$ cat src/rtl/mlbo_pkg.sv
package mlbo_pkg;

  typedef enum logic [1:0] {
    MD_CLEAR = 2'b00,
    MD_SHIFT = 2'b01,
    MD_SIG   = 2'b10,
    MD_LOAD  = 2'b11
  } mlbo_mode_e;

endpackage

$ cat src/rtl/mlbo_parity.sv
// Feedback bit: XOR of the state bits selected by the tap mask, built as a chain.
module mlbo_parity #(
  parameter int unsigned         WIDTH = 8,
  parameter logic [WIDTH-1:0]    TAPS  = 8'hB8
) (
  input  logic [WIDTH-1:0] state_i,
  output logic             fb_o
);
  logic [WIDTH:0] chain;

  assign chain[0] = 1'b0;

  for (genvar g = 0; g < WIDTH; g++) begin : g_tap
    if (TAPS[g]) begin : g_on
      assign chain[g+1] = chain[g] ^ state_i[g];
    end else begin : g_off
      assign chain[g+1] = chain[g];
    end
  end

  assign fb_o = chain[WIDTH];
endmodule

$ cat src/rtl/mlbo_next.sv
// Next-state selection shared by all modes.
module mlbo_next
  import mlbo_pkg::*;
#(
  parameter int unsigned      WIDTH = 8,
  parameter logic [WIDTH-1:0] TAPS  = 8'hB8
) (
  input  logic [1:0]       mode_i,
  input  logic             pg_en_i,
  input  logic             si_i,
  input  logic [WIDTH-1:0] d_i,
  input  logic [WIDTH-1:0] state_i,
  output logic [WIDTH-1:0] next_o
);
  localparam logic [WIDTH-1:0] SEED = {{(WIDTH-1){1'b0}}, 1'b1};

  logic             fb;
  logic [WIDTH-1:0] d_gated;
  logic [WIDTH-1:0] shifted_fb;
  logic [WIDTH-1:0] shifted_si;
  logic             state_zero;
  mlbo_mode_e       md;

  mlbo_parity #(.WIDTH(WIDTH), .TAPS(TAPS)) parity_i (
    .state_i (state_i),
    .fb_o    (fb)
  );

  // Parallel input is blocked bit by bit when generating patterns.
  for (genvar g = 0; g < WIDTH; g++) begin : g_mask
    assign d_gated[g] = d_i[g] & ~pg_en_i;
  end

  assign shifted_fb = {state_i[WIDTH-2:0], fb};
  assign shifted_si = {state_i[WIDTH-2:0], si_i};
  assign state_zero = (state_i == '0);
  assign md         = mlbo_mode_e'(mode_i);

  always_comb begin
    unique case (md)
      MD_CLEAR: next_o = '0;
      MD_SHIFT: next_o = shifted_si;
      MD_SIG: begin
        if (pg_en_i && state_zero) next_o = SEED;
        else                       next_o = shifted_fb ^ d_gated;
      end
      MD_LOAD:  next_o = d_i;
      default:  next_o = '0;
    endcase
  end
endmodule

$ cat src/rtl/mlbo_reg.sv
// Multi-mode observer register: capture, clear, shift, compact, generate.
module mlbo_reg #(
  parameter int unsigned      WIDTH = 8,
  parameter logic [WIDTH-1:0] TAPS  = 8'hB8
) (
  input  logic             clk,
  input  logic             rst_n,
  input  logic [1:0]       mode,
  input  logic             pg_en,
  input  logic             si,
  input  logic [WIDTH-1:0] d,
  output logic [WIDTH-1:0] q,
  output logic             so
);
  logic [WIDTH-1:0] state_q;
  logic [WIDTH-1:0] state_d;

  mlbo_next #(.WIDTH(WIDTH), .TAPS(TAPS)) next_i (
    .mode_i  (mode),
    .pg_en_i (pg_en),
    .si_i    (si),
    .d_i     (d),
    .state_i (state_q),
    .next_o  (state_d)
  );

  always_ff @(posedge clk or negedge rst_n) begin
    if (!rst_n) state_q <= '0;
    else        state_q <= state_d;
  end

  assign q  = state_q;
  assign so = state_q[WIDTH-1];
endmodule

$ cat config.mk
export PLATFORM = sky130hd
export DESIGN_NAME = mlbo_reg
export DESIGN_NICKNAME = d
export VERILOG_FILES = /design/src/rtl/mlbo_pkg.sv /design/src/rtl/mlbo_parity.sv /design/src/rtl/mlbo_next.sv /design/src/rtl/mlbo_reg.sv
export SDC_FILE = /design/constraint.sdc
export NUM_CORES = 1
export LEC_CHECK = 0
export BUFFER_PORTS_ARGS = -buffer_cell sky130_fd_sc_hd__clkbuf_2
export CORE_AREA = 2 2 39 41
export DETAILED_ROUTE_END_ITERATION = 6
export DIE_AREA = 0 0 41 43
export HOLD_SLACK_MARGIN = 0.15
export MAX_ROUTING_LAYER = met4
export PLACE_DENSITY = 0.87
export SLEW_MARGIN = 20
export SYNTH_ARGS = -nofsm -noshare
export SYNTH_HDL_FRONTEND = slang
export SYNTH_SLANG_ARGS = --single-unit
export TNS_END_PERCENT = 20
$ cat constraint.sdc
create_clock -name clk -period 3.78 [get_ports clk]
set_input_delay 0 -clock clk [delete_from_list [all_inputs] [get_ports clk]]
set_output_delay 0 -clock clk [all_outputs]
set_load 0.05 [all_outputs]
=== Yosys cells after proc, flatten, opt, wreduce, memory -nomap -nowiden ===
Cells that the tools add are included.

* Bits of input ports: 14
* Bits in registers: 8

* Bitwise logic cells: 13
* Mux-type cells: 2
* Reductions and logical operators: 3
* Eq/ne operators: 3

{| class="wikitable"
|+ Operators with widths
! kind !! number
|-
| $pmux W8 S4 || 1
|-
| $and A1 B1 Y1 || 8
|-
| $logic_not A8 Y1 || 1
|-
| $mux W8 || 1
|-
| $xor A8 B8 Y8 || 1
|-
| $eq A2 B2 Y1 const B || 2
|-
| $xor A1 B1 Y1 || 3
|-
| $eq A2 B1 Y1 const B || 1
|-
| $logic_not A2 Y1 || 1
|-
| $logic_and A1 B1 Y1 || 1
|-
| $not A1 Y1 || 1
|}

=== Logic depth before layout (Yosys ltp) ===
Gate-level depths: netlist of the first run.

* Depth after elaboration: 6
* Depth in mapped cells: 4

=== Hierarchy ===
From an unflattened synthesis of the first run, not the netlist that was laid out.

* Cells, all modules: 60
* Area, all modules: 630.6 sq um

{| class="wikitable"
|+ By module, submodules not included
! module !! area each (sq um) !! cells an instance !! times used !! seq. area each (sq um)
|-
| mlbo_next || 396.6 || 48 || 1 || 0.0
|-
| mlbo_reg || 207.7 || 9 || 1 || 200.2
|-
| mlbo_parity || 26.3 || 3 || 1 || 0.0
|}

=== Least setup slack after synthesis of the first run ===
Ideal clock, no wire load.

* Path type: reg-to-reg
* Start: reg state_q[5] (netlist: q[5])
* End: reg state_q[0] (netlist: q[0])
* Stages on the path, launching flop included: 4
* Setup time: 0.094 ns
* Arrival: 1.406 ns
* Setup slack: 2.280 ns
* Cells stage by stage: dfrtp_1 > xnor2_1 > xnor3_1 > a221oi_2

* Word-level cells in the longest chain between the ends: 5
* Elaborated cells between the ends (all ways): 7

{| class="wikitable"
|+ RTL lines
! element !! line !! text
|-
| start: declaration || mlbo_reg.sv:15 || <nowiki>logic [WIDTH-1:0] state_q;</nowiki>
|-
| start signal: assignment || mlbo_reg.sv:29 || <nowiki>else state_q <= state_d;</nowiki>
|-
| $xor A1 B1 Y1 (2 in series) || mlbo_parity.sv:15 || <nowiki>assign chain[g+1] = chain[g] ^ state_i[g];</nowiki>
|-
| $xor A8 B8 Y8 || mlbo_next.sv:45 || <nowiki>else next_o = shifted_fb ^ d_gated;</nowiki>
|-
| $mux W8 * || mlbo_next.sv:44 || <nowiki>if (pg_en_i && state_zero) next_o = SEED;</nowiki>
|-
| $pmux W8 S4 * || mlbo_next.sv:40 || <nowiki>unique case (md)</nowiki>
|-
| via next_i.next_o[0] || mlbo_next.sv:13 || <nowiki>output logic [WIDTH-1:0] next_o</nowiki>
|}

Mark *: on every way through the listed nets, which the timed path passes. The rest lies on a longest branch.

=== Final worst setup path of the first run ===
* Start: reg state_q[4] (netlist: q[4])
* End: reg state_q[0] (netlist: q[0])

* Word-level cells in the longest chain between the ends: 6
* Elaborated cells between the ends (all ways): 8

{| class="wikitable"
|+ RTL lines
! element !! line
|-
| $xor A1 B1 Y1 (3 in series) || mlbo_parity.sv:15
|-
| $xor A8 B8 Y8 || mlbo_next.sv:45
|-
| $mux W8 * || mlbo_next.sv:44
|-
| $pmux W8 S4 * || mlbo_next.sv:40
|-
| via next_i.next_o[0] || mlbo_next.sv:13
|}

Marks and branches as above.

==> results of run 1 <==
==> layer usage <==
metal  track usage (%)  routed length, um  up-vias
met4              10.0                  0        0
met2              28.4                733       18
li1                  -                  -      276
met1              21.2                573      266
met5                 -                  0        -
met3              1.57                 53        0
==> power breakdown <==
group	internal [mW]	leakage, nW	switching (mW)
clock network	0.0361	0.0138	0.0259
registers	0.0987	0.0998	0.0181
logic	0.0634	0.326	0.0900
==> worst max-delay path: stages (launching register included) <==
cell           delay (ns)
dfrtp_1              0.42
xnor2_1              0.23
xnor3_1              0.36
a221oi_2             0.24
dlygate4sd3_1        0.58
==> area by class of cell <==
cell class	instances	area share, %
Sequential cell	8	23.3
Tap cell	16	2.33
Timing Repair Buffer	33	25.6
Clock buffer	3	2.62
Multi-Input combinational cell	46	46.1
==> stage by stage <==
stage / instances / setup slack, ns / util (%) / hold WS, ns / power [mW]
floorplan: 58 / 2.28 / - / -0.296 / 0.226
finish: 106 / 1.89 / 62.1 / 0.216 / 0.332
global route: 106 / 1.82 / 62.1 / 0.238 / 0.350
detailed placement: 92 / 2.49 / 52.5 / -0.146 / 0.258
CTS: 106 / 1.95 / 62.1 / 0.210 / 0.333
global placement: 92 / 2.53 / 52.5 / -0.147 / 0.255
==> final timing paths <==
kind	start	to	slack, ns	cells after the start
hold reg to reg	q[1]	q[2]	0.70	2
hold / removal	mode[0]	q[1]	0.22	2
min in group asynchronous	rst_n	q[0]	0.73	3
setup / recovery	q[4]	q[0]	1.89	4
setup reg to reg	q[4]	q[0]	1.89	4
max in group asynchronous	rst_n	q[7]	2.78	3
==> kinds of logic (layout without fill, tap and decap cells) <==
logic type      after synthesis  count (layout)
compound gates               10              10
xor+xnor                      3               3
buf+inv                       4              36
flops                         8               8
mux                          14              14
simple gates                 19              19
==> cells in the final DEF (no fill, tap or decap) <==
| cell type | count |
|---|---|
| clkbuf_2 | 22 |
| nand2b_1 | 13 |
| dlygate4sd3_1 | 11 |
| dfrtp_1 | 8 |
| mux2i_1 | 7 |
| mux2_1 | 7 |
| a22o_1 | 7 |
| clkbuf_4 | 3 |
| xnor2_1 | 2 |
| nor2b_1 | 1 |
| and2b_1 | 1 |
| xnor3_1 | 1 |
| nor3_1 | 1 |
| nor2_1 | 1 |
| nor4b_1 | 1 |
| a31oi_1 | 1 |
| a21oi_1 | 1 |
| a221oi_2 | 1 |
| or2b_1 | 1 |
==> repair_timing <==
| action | CTS | global route |
|---|---|---|
| setup buffers | 0 | 0 |
| gates resized for setup | 0 | 0 |
| endpoints found under the hold margin | 16 | 0 |
| hold buffers | 11 | 0 |
==> impl_metrics.py, run 1 <==
metrics = {
    "outcome": {
        "run_status": "finished, final reports clean",
    },
    "layout": {
        "largest_reg_flops": 8,
        "fillCellCount": 113,
        "stdcell_area_um2": 860,
        "multi_input_area_um2": 397,
        "seq_area_um2": 200,
        "area_growth_syn_to_layout_pct": 39.1,
        "diodes": 0,
        "fin_nets": 106,
        "drive_gt1_share_pct": 28.9,
    },
    "synth": {
        "synthXorXnorAreaFrac_pct": 6.48,
        "synth-edff-count": 0,
        "synth_top_cell_area_share_pct": 32.4,
        "synth_simple_gate_area_share_pct": 19.4,
        "yosysTopAreaCell": "dfrtp_1",
        "synth_ff_type": "dfrtp_1",
        "syn-instance-count": 58,
        "yosysMostFrequentCell": "nand2b_1",
        "synthAdderAreaFrac_pct": 0,
        "synth_commonest_cells": "13 x nand2b_1, 8 x dfrtp_1, 7 x a22o_1, 7 x mux2_1, 7 x mux2i_1",
        "synthMuxAreaShare_pct": 24.1,
        "seq_area_frac_synth_pct": 32.4,
        "synth_top_family_by_area": "multiplexers",
        "syn_area_per_cell_um2": 10.7,
        "yosysUniqueCellTypes": 19,
        "ys_top_cells_by_area": "dfrtp_1 32%, nand2b_1 13%, mux2_1 13%",
        "synth_compound_area_share_pct": 14.2,
        "async_reset_ff_share_pct": 100,
        "ys_ff_latch": 8,
        "postSynthNetCount": 72,
        "syn_area_um2": 618,
        "yosys_warnings": 0,
    },
    "job": {
        "max-cap-violations": 0,
    },
    "cts": {
        "clock_path_buffers": 2,
        "insertion_delay_ns": 0.25,
        "cts_root_buffer": "clkbuf_4",
        "worst_setup_hold_path_clk_slew_ns": 0.05,
        "cts_made_buffers": 3,
        "cts.htree.levels": 1,
        "cts_tree": "built",
        "clock-sinks": 8,
    },
    "worst_setup_path": {
        "path_max_fanout": 6,
        "crit_required_ns": 3.96,
        "critical_path_class": "flip-flop to flip-flop",
        "startpoint_type": "flip-flop",
        "end_kind": "flip-flop",
        "arrival_ns": 2.07,
    },
    "min_path": {
        "worstHoldPathType": "input pin to flip-flop",
    },
    "timing": {
        "rsz0062_at_grt": "false",
        "max_slew.worst_pin.slew_ns": 0.372,
        "setup_viol": 0,
        "slew_headroom_pct": 75.1,
        "final.period_utilization_pct": 50.0,
        "max_freq_mhz": 529,
        "drv_slew": 0,
        "fin_setup_tns_ns": 0,
        "fin_skew_ns": 0.00202,
        "hold_viol_final": 0,
        "period_needed_ns": 1.89,
    },
    "floorplanning": {
        "dieArea_um2": 1760,
        "ios": 23,
        "rows": 14,
        "die_w_um": 41,
        "die_h_um": 43,
        "start_util_pct": 44.7,
        "core_um2": 1380,
    },
    "detailed_routing": {
        "drc": 0,
        "wl_per_cell_um": 12.8,
        "drt_iter0_markers": 19,
        "routed_wl_um": 1360,
        "drtAntennaViolNets": 0,
        "viasPerCell": 5.28,
        "vias": 560,
        "drtPass1Iterations": 4,
    },
    "placement": {
        "portBuffers": 22,
        "dpl.hpwl_um": 872,
        "placed_cell_area_um2": 727,
        "globalplace.congestion": 0.696,
    },
    "grt": {
        "antenna_found_initial": 0,
        "grt_max_degree": 18,
        "grt_pass1_wl_um": 2080,
        "grt_pass1_vias": 508,
        "track_usage_pct": 18.0,
        "overflow": 0,
    },
    "power": {
        "ir_worst_vdd_mv": 0.165,
        "pwr_density_cell_nw_per_um2": 386,
        "p_leak_nw": 0.439,
    },
}
Power figures use the tool's default switching activity.
==> run 2: changes to the inputs <==
--- a/config.mk
+++ b/config.mk
@@ -6,12 +6,12 @@
 export NUM_CORES = 1
 export LEC_CHECK = 0
 export BUFFER_PORTS_ARGS = -buffer_cell sky130_fd_sc_hd__clkbuf_2
-export CORE_AREA = 2 2 39 41
+export CORE_MARGIN = 2
+export CORE_UTILIZATION = 46
 export DETAILED_ROUTE_END_ITERATION = 6
-export DIE_AREA = 0 0 41 43
 export HOLD_SLACK_MARGIN = 0.15
 export MAX_ROUTING_LAYER = met4
-export PLACE_DENSITY = 0.87
+export PLACE_DENSITY = 0.86
 export SLEW_MARGIN = 20
 export SYNTH_ARGS = -nofsm -noshare
 export SYNTH_HDL_FRONTEND = slang
==> constraint.sdc (replaced) <==
create_clock -name clk -period 1.8 [get_ports clk]
set_input_delay 0 -clock clk [delete_from_list [all_inputs] [get_ports clk]]
set_output_delay 0 -clock clk [all_outputs]
set_load 0.05 [all_outputs]
==> impl_metrics.py, run 2 (synthesis results as in run 1) <==
metrics = {
    "cts": {
        "cts_made_buffers": 3,
        "cts_resized": 0,
        "cts_root_buffer": "clkbuf_4",
        "insertion_delay_ns": 0.26,
        "worst_setup_hold_path_clk_slew_ns": 0.06,
        "cts_tree": "built",
        "clock-sinks": 8,
        "cts.htree.levels": 1,
        "clock_path_buffers": 2,
    },
    "detailed_routing": {
        "drtAntennaViolNets": 0,
        "drtPass1Iterations": 2,
        "drc": 0,
        "wl_per_cell_um": 12.4,
        "drt_iter0_markers": 4,
        "vias": 552,
        "viasPerCell": 5.26,
        "routed_wl_um": 1310,
    },
    "grt": {
        "grt_pass1_vias": 460,
        "antenna_found_initial": 0,
        "grt_pass1_wl_um": 1870,
        "track_usage_pct": 18.7,
        "overflow": 0,
        "grt_max_degree": 18,
    },
    "job": {
        "max-cap-violations": 0,
    },
    "timing": {
        "fin_setup_tns_ns": 0,
        "rsz0062_at_grt": "false",
        "hold_viol_final": 0,
        "slew_headroom_pct": 75.4,
        "max_slew.worst_pin.slew_ns": 0.369,
        "period_needed_ns": 1.31,
        "final.period_utilization_pct": 72.9,
        "fin_skew_ns": 0.00842,
        "setup_viol": 0,
        "setup_ws_ns": 0.487,
        "max_freq_mhz": 762,
        "drv_slew": 0,
    },
    "worst_setup_path": {
        "crit_required_ns": 1.97,
        "arrival_ns": 1.48,
        "end_kind": "flip-flop",
        "critical_path_class": "flip-flop to flip-flop",
        "path_max_fanout": 6,
        "worst-r2r-cell-count": 3,
        "startpoint_type": "flip-flop",
    },
    "min_path": {
        "min_path_cells": 2,
        "worstHoldPathType": "input pin to flip-flop",
    },
    "placement": {
        "pre_cts_ws_ns": 0.501,
        "globalplace.congestion": 0.670,
        "portBuffers": 22,
        "place_inst": 91,
    },
    "layout": {
        "multi_input_area_um2": 397,
        "seq_area_um2": 200,
        "largest_reg_flops": 8,
        "fin_nets": 106,
        "final_cells": 105,
        "drive_gt1_share_pct": 28.9,
        "fillCellCount": 108,
        "diodes": 0,
        "area_growth_syn_to_layout_pct": 38.9,
        "layout_common_cells": "22 x clkbuf_2, 13 x nand2b_1, 11 x dlygate4sd3_1",
        "final_common_cell": "clkbuf_2",
    },
    "floorplanning": {
        "die_w_um": 40.7,
        "start_util_pct": 48.1,
        "core_um2": 1280,
        "die_h_um": 40.7,
        "rows": 13,
        "dieArea_um2": 1650,
        "ios": 23,
    },
    "power": {
        "ir_worst_vdd_mv": 0.726,
        "p_leak_nw": 0.439,
        "pwr_density_cell_nw_per_um2": 810,
    },
    "outcome": {
        "run_status": "finished, final reports clean",
    },
}
==> run 2: report_power, final <==
group          leakage, nW  internal (mW)  switching, mW
registers           0.0998          0.207         0.0380
logic                0.325          0.128          0.184
clock network       0.0138         0.0763         0.0616
==> run 2: worst paths after layout <==
path                          from  endpoint  slack (ns)
max                           q[4]      q[0]        0.49
min                        mode[0]      q[4]        0.21
max reg2reg                   q[4]      q[0]        0.49
min reg2reg                   q[1]      q[2]        0.69
max in group asynchronous    rst_n      q[3]        0.84
min in group asynchronous    rst_n      q[0]        0.71
==> run 2: layout make-up <==
class,instances,share of cell area [%]
Timing Repair Buffer,33,25.7
Tap cell,15,2.19
Clock buffer,3,2.62
Multi-Input combinational cell,46,46.2
Sequential cell,8,23.3
==> run 2: worst max-delay path: stages (launching register included) <==
cell and delay (ns):
dfrtp_1 0.43, xnor2_1 0.22, xnor3_1 0.34, a221oi_2 0.22
==> run 2: through the flow <==
stage	area, um^2	util (%)	power, mW	hold slack [ns]
CTS	858	66.8	0.702	0.213
detailed placement	726	56.5	0.543	-0.152
floorplan	618	-	0.475	-0.296
global placement	726	56.5	0.536	-0.150
finish	858	66.8	0.695	0.211
global route	858	66.8	0.742	0.220
==> run 2: routing by layer <==
| layer | vias up | track usage (%) | share of wire (%) |
|---|---|---|---|
| met5 | - | - | 0 |
| met4 | 0 | 2.50 | 0.54 |
| met3 | 2 | 9.78 | 5.9 |
| met2 | 20 | 30.2 | 47 |
| met1 | 252 | 21.0 | 47 |
| li1 | 278 | - | - |
==> run 2: what timing repair did <==
action,in CTS,in global routing
setup endpoints to repair,0,0
buffers inserted,0,0
hold buffers,11,0
endpoints found under the hold margin,16,0
